--- src/rtl/pwm_pair_gen.sv ---
module pwm_pair_gen #(
  parameter int W     = 16,
  parameter int DIV_W = 3
) (
  input  logic         clk,
  input  logic         rst_n,
  input  logic         wr_en,
  input  logic [1:0]   wr_addr,
  input  logic [W-1:0] wr_data,
  output logic         pwm_a,
  output logic         pwm_b,
  output logic [W-1:0] cnt,
  output logic         cnt_up
);
  localparam int PW = 2*DIV_W + 1;

  logic [W-1:0]     prd_sh, prd_act, cmpa_sh, cmpa_act, cmpb_sh, cmpb_act;
  logic             mode_ud;
  logic [DIV_W-1:0] hs_div, ck_div;
  logic [PW-1:0]    pre;

  wire [PW-1:0] hs_x   = PW'(hs_div) + PW'(1);
  wire [PW-1:0] ck_x   = PW'(ck_div) + PW'(1);
  wire [PW-1:0] div_m1 = PW'(hs_x * ck_x) - PW'(1);
  wire          tick   = (pre >= div_m1);

  always_ff @(posedge clk or negedge rst_n)
    if (!rst_n) begin
      prd_sh  <= '0;
      cmpa_sh <= '0;
      cmpb_sh <= '0;
      mode_ud <= 1'b0;
      hs_div  <= '0;
      ck_div  <= '0;
    end else if (wr_en) begin
      case (wr_addr)
        2'd0: prd_sh  <= wr_data;
        2'd1: cmpa_sh <= wr_data;
        2'd2: cmpb_sh <= wr_data;
        default: begin
          mode_ud <= wr_data[0];
          hs_div  <= wr_data[DIV_W:1];
          ck_div  <= wr_data[2*DIV_W:DIV_W+1];
        end
      endcase
    end

  always_ff @(posedge clk or negedge rst_n)
    if (!rst_n)    pre <= '0;
    else if (tick) pre <= '0;
    else           pre <= pre + PW'(1);

  logic [W-1:0] nxt_cnt;
  logic         nxt_up, stepped_up;

  always_comb begin
    nxt_cnt    = cnt;
    nxt_up     = cnt_up;
    stepped_up = 1'b1;
    if (!mode_ud) begin
      nxt_up  = 1'b1;
      nxt_cnt = (cnt >= prd_act) ? '0 : cnt + W'(1);
    end else if (cnt_up || cnt == '0) begin
      if (cnt >= prd_act) begin
        if (cnt == '0) begin
          nxt_cnt = '0;
          nxt_up  = 1'b1;
        end else begin
          nxt_cnt    = cnt - W'(1);
          nxt_up     = 1'b0;
          stepped_up = 1'b0;
        end
      end else begin
        nxt_cnt = cnt + W'(1);
        nxt_up  = 1'b1;
      end
    end else begin
      nxt_cnt    = cnt - W'(1);
      nxt_up     = (cnt == W'(1));
      stepped_up = 1'b0;
    end
  end

  wire          zero   = (nxt_cnt == '0);
  wire          up_evt = stepped_up | zero;
  wire [W-1:0]  ca_nxt = zero ? cmpa_sh : cmpa_act;
  wire [W-1:0]  cb_nxt = zero ? cmpb_sh : cmpb_act;
  wire          hit_a  = up_evt & (nxt_cnt == ca_nxt);
  wire          hit_b  = up_evt & (nxt_cnt == cb_nxt);

  always_ff @(posedge clk or negedge rst_n)
    if (!rst_n) begin
      cnt      <= '0;
      cnt_up   <= 1'b1;
      prd_act  <= '0;
      cmpa_act <= '0;
      cmpb_act <= '0;
      pwm_a    <= 1'b0;
      pwm_b    <= 1'b0;
    end else if (tick) begin
      cnt    <= nxt_cnt;
      cnt_up <= nxt_up;
      if (zero) begin
        prd_act  <= prd_sh;
        cmpa_act <= cmpa_sh;
        cmpb_act <= cmpb_sh;
      end
      pwm_a <= hit_a ? 1'b0 : (zero ? 1'b1 : pwm_a);
      pwm_b <= hit_b ? 1'b0 : (zero ? 1'b1 : pwm_b);
    end
endmodule


--- config.mk ---
export PLATFORM = sky130hd
export DESIGN_NAME = pwm_pair_gen
export DESIGN_NICKNAME = d
export VERILOG_FILES = /design/src/rtl/pwm_pair_gen.sv
export SDC_FILE = /design/constraint.sdc
export NUM_CORES = 1
export LEC_CHECK = 0
export BUFFER_PORTS_ARGS = -buffer_cell sky130_fd_sc_hd__buf_2
export CORE_AREA = 4 4 158 99
export DETAILED_ROUTE_END_ITERATION = 7
export DIE_AREA = 0 0 162 103
export GPL_TIMING_DRIVEN = 1
export PLACE_DENSITY = 0.77
export SYNTH_ARGS = -nofsm -noshare
export SYNTH_HDL_FRONTEND = slang
export SYNTH_SLANG_ARGS = --single-unit
export TNS_END_PERCENT = 1
--- constraint.sdc ---
create_clock -name clk -period 10.66 [get_ports clk]
set_clock_uncertainty 0.05 [all_clocks]
set_input_delay 2.132 -clock clk [delete_from_list [all_inputs] [get_ports clk]]
set_output_delay 2.132 -clock clk [all_outputs]
set_load 0.05 [all_outputs]
==> impl_metrics.py <==
metrics = {
    "run_status": {
        "status": "finished, final reports clean",
    },
    "critical_path": {
        "cp_max_fo": 25,
        "cpMostUsedCell": "ha_1",
        "crit_type": "flip-flop to flip-flop",
        "crit_family": "adder cells",
        "cp.arrival_ns": 6.09,
        "path_buf_inv": 1,
        "crit_required_ns": 10.89,
        "cp-start-kind": "flip-flop",
        "cp_cell_sequence": "ha_1 -> xor2_1 -> nand2_1 -> ha_1 -> fa_1 -> fa_1 -> inv_1 -> ha_1 -> a21oi_1 -> o21bai_1 -> a21oi_1 -> xnor2_1 -> ha_1 -> nand3_1 -> nand2_1 -> o31ai_1 -> a2111oi_0 -> o211ai_1 -> nor4_1 -> a31oi_1",
        "cpMaxStageDelayCell": "nand2_1",
        "max_stage_delay_ns": 0.58,
        "cp-end-kind": "flip-flop",
    },
    "synthesis": {
        "synth_top_family_by_area": "simple AND/OR/NAND/NOR gates",
        "synth_ff_type": "dfrtp_1",
        "synth-adder-area-share_pct": 7.99,
        "synth_compound_area_share_pct": 12.9,
        "syn_inst": 795,
        "yosys.area_share.simple_pct": 15.5,
        "synth_top_area_share_pct": 40.1,
        "synth_area_per_cell_um2": 10.0,
        "synth_seq_area_share_pct": 40.5,
        "syn-cell-area_mm2": 0.00798,
        "ys_types": 72,
        "yosysWarnings": 0,
        "ys_ff_latch": 129,
        "synth-edff-count": 0,
        "synthXorXnorAreaFrac_pct": 4.83,
        "synthArstFlopShare_pct": 100,
        "syn_nets": 864,
        "yosysTopAreaCell": "dfrtp_1",
        "synth.area.mux_share_pct": 14.1,
        "synthTopCellsByArea": "dfrtp_1 40%, mux2_2 13%, ha_1 6.7%, nand2_1 3.0%, nor2_1 2.6%",
    },
    "hold_path": {
        "holdCritPathClass": "flip-flop to flip-flop",
    },
    "pwr": {
        "pwr-share-comb_pct": 55.6,
        "seqPwrFrac_pct": 26.2,
        "intPower_mw": 1.70,
        "power_leakage_nw": 3.95,
        "ir_worst_vdd_mv": 0.181,
        "p_sw_mw": 1.55,
        "pwr_density_cell_mw_per_mm2": 364,
        "switching_share_pct": 47.7,
        "pwr-share-clk_pct": 18.2,
    },
    "timing": {
        "final-setup-viol-count": 0,
        "rsz0062_at_grt": "no",
        "fin_ws_ns": 4.80,
        "slew_viol_final": 0,
        "finalHoldViolCount": 0,
        "min_period_ns": 5.86,
        "worstMarginPinSlew_ns": 1.08,
        "fin_crit_sh_pct": 55.0,
        "fin_setup_tns_ns": 0,
        "fmax_mhz": 171,
        "slew_headroom_pct": 27.6,
    },
    "drt": {
        "wirelength_um": 22300,
        "wl_per_cell_um": 21.5,
        "drtIter0Drc": 806,
        "num_vias": 6639,
        "avgViaCountPerCell": 6.42,
        "drtPass1Iterations": 6,
        "drc": 0,
        "antenna_left": 0,
    },
    "cts": {
        "cts_resized": 0,
        "path_clk_slew_ns": 0.06,
        "clk_latency_ns": 0.42,
        "cts_tree": "done",
        "htree_levels": 4,
        "cts_setup_buffers": 0,
        "cts_sinks": 129,
        "clockBufferDepth": 2,
        "ctsHoldBuffers": 0,
        "numCtsBuffers": 17,
        "clock-root-buffer": "clkbuf_16",
    },
    "place": {
        "portBuffers": 39,
        "place_congestion": 0.984,
        "place_hpwl_um": 15900,
        "place_ws_ns": 4.90,
    },
    "die": {
        "die_x_um": 162,
        "start_util_pct": 56.2,
        "rows": 34,
        "io_pins": 40,
        "die-area_mm2": 0.0167,
        "die_h_um": 103,
        "core_mm2": 0.0142,
    },
    "final_layout": {
        "drive_gt1_share_pct": 22.2,
        "fin_nets": 892,
        "diodes": 0,
        "syn2layout_area_growth_pct": 12.1,
    },
    "grt": {
        "grt_pass1_vias": 6354,
        "grt_max_degree": 72,
        "antenna_found_initial": 0,
        "grt_overflow": 0,
        "grt_first_pass_wirelength_um": 35500,
        "grt_use_total_pct": 27.5,
    },
    "run": {
        "maxCapViolCount": 0,
    },
}
-- Yosys cell counts, drive strengths merged (3+ instances only) --
cell type / number
nand3: 21
nand4: 15
nor4: 15
o2111a: 3
o21ai: 38
nor3: 15
mux2i: 10
a31oi: 8
nor2b: 4
o2111ai: 5
nand2b: 6
a32oi: 3
or4: 4
clkbuf: 30
a21oi: 29
fa: 5
buf: 9
mux2: 91
or3: 6
o22ai: 5
o32ai: 4
ha: 43
o21bai: 3
a211oi: 3
or4b: 3
o221ai: 3
and3: 14
o211ai: 4
o31ai: 4
xor2: 21
a311oi: 6
nor2: 55
xnor2: 23
inv: 46
or2: 5
nand3b: 3
a2111oi: 4
a21o: 3
dfrtp: 128
nand2: 63
and2: 3
a221oi: 3
-- power by group through the flow --
stage / Combinational, mW / Sequential (mW) / Clock, mW
final: 1.81 / 0.854 / 0.594
after detailed placement: 1.76 / 0.849 / 0
after floorplan: 1.28 / 0.837 / 0
after global routing: 1.98 / 0.867 / 0.623
after CTS: 1.77 / 0.843 / 0.597
after global placement: 1.71 / 0.844 / 0
-- worst paths after layout --
| check | slack [ns] | startpoint | end | cells after the start |
|---|---|---|---|---|
| max reg2reg | 4.80 | ck_div[0] | pwm_b | 20 |
| max in group asynchronous | 7.71 | rst_n | cmpb_act[3] | 2 |
| min in group asynchronous | 1.66 | rst_n | pre[2] | 1 |
| min | 0.43 | prd_sh[12] | prd_act[12] | 2 |
| min reg2reg | 0.43 | prd_sh[12] | prd_act[12] | 2 |
| max | 4.80 | ck_div[0] | pwm_b | 20 |
-- worst register-to-register path: stages (launching register included) --
cell,delay [ns]
dfrtp_1,0.45
ha_1,0.24
xor2_1,0.26
nand2_1,0.10
ha_1,0.31
fa_1,0.49
fa_1,0.51
inv_1,0.04
ha_1,0.33
a21oi_1,0.23
o21bai_1,0.10
a21oi_1,0.20
xnor2_1,0.10
ha_1,0.30
nand3_1,0.11
nand2_1,0.58
o31ai_1,0.17
a2111oi_0,0.49
o211ai_1,0.16
nor4_1,0.36
a31oi_1,0.15
-- layout by cell type, fill, tap and decap left out, types with 12 or more instances in the layout --
cell and count:
dfrtp_1 128, a21oi_1 29, nor3_1 15, buf_2 38
nor2_1 54, xor2_1 21, and3_1 14, o21ai_0 38
nand3_1 21, nand4_1 14, nand2_1 63, ha_1 43
xnor2_1 23, mux2_2 90, inv_1 46, clkbuf_16 17
nor4_1 12
-- registers in the layout, indices dropped and copies added, names as in the netlist --
signal    flops
pre           7
pwm_b         1
cmpb_sh      16
pwm_a         1
cmpa_act     16
prd_act      16
mode_ud       1
cnt          16
cmpa_sh      16
ck_div        3
hs_div        3
prd_sh       16
cmpb_act     16
cnt_up        1
-- metal layers --
layer  part of all wire (%)  track usage, %  vias up
met5                      0               0        -
met4                    2.0            6.37        0
met3                     13            10.5       63
met2                     41            38.6      399
met1                     44            40.3     3216
li1                       -               -     2961
-- final cells by class --
class                      count  area, µm²
fill                        1172       5260
tap                          198        248
sequential                   129       3230
timing repair buffer          48        269
clock buffer                  19        453
clock inverter                13        149
inverter                      46        173
multi-input combinational    581       4430
-- through the flow --
stage | instance area [µm²] | std cells | hold WS [ns] | total power [mW] | util [%]
after floorplan | 7980 | 795 | 0.396 | 2.12 | -
after global placement | 8350 | 1002 | 0.409 | 2.56 | 58.8
after detailed placement | 8350 | 1002 | 0.415 | 2.61 | 58.8
after CTS | 8950 | 1034 | 0.433 | 3.21 | 63.0
after global routing | 8950 | 1034 | 0.460 | 3.47 | 63.0
final | 8950 | 1034 | 0.434 | 3.26 | 63.0
-- logic make-up (layout without fill, tap and decap cells) --
| group | Yosys count | after routing |
|---|---|---|
| adders and majority gates | 48 | 48 |
| muxes | 101 | 101 |
| AOI/OAI and AO/OA | 149 | 149 |
| DFF | 129 | 129 |
| xor gates and xnor gates | 44 | 44 |
| buffers and inverters | 85 | 126 |
| and+or+nand+nor | 239 | 239 |
Power figures use the tool's default switching activity.
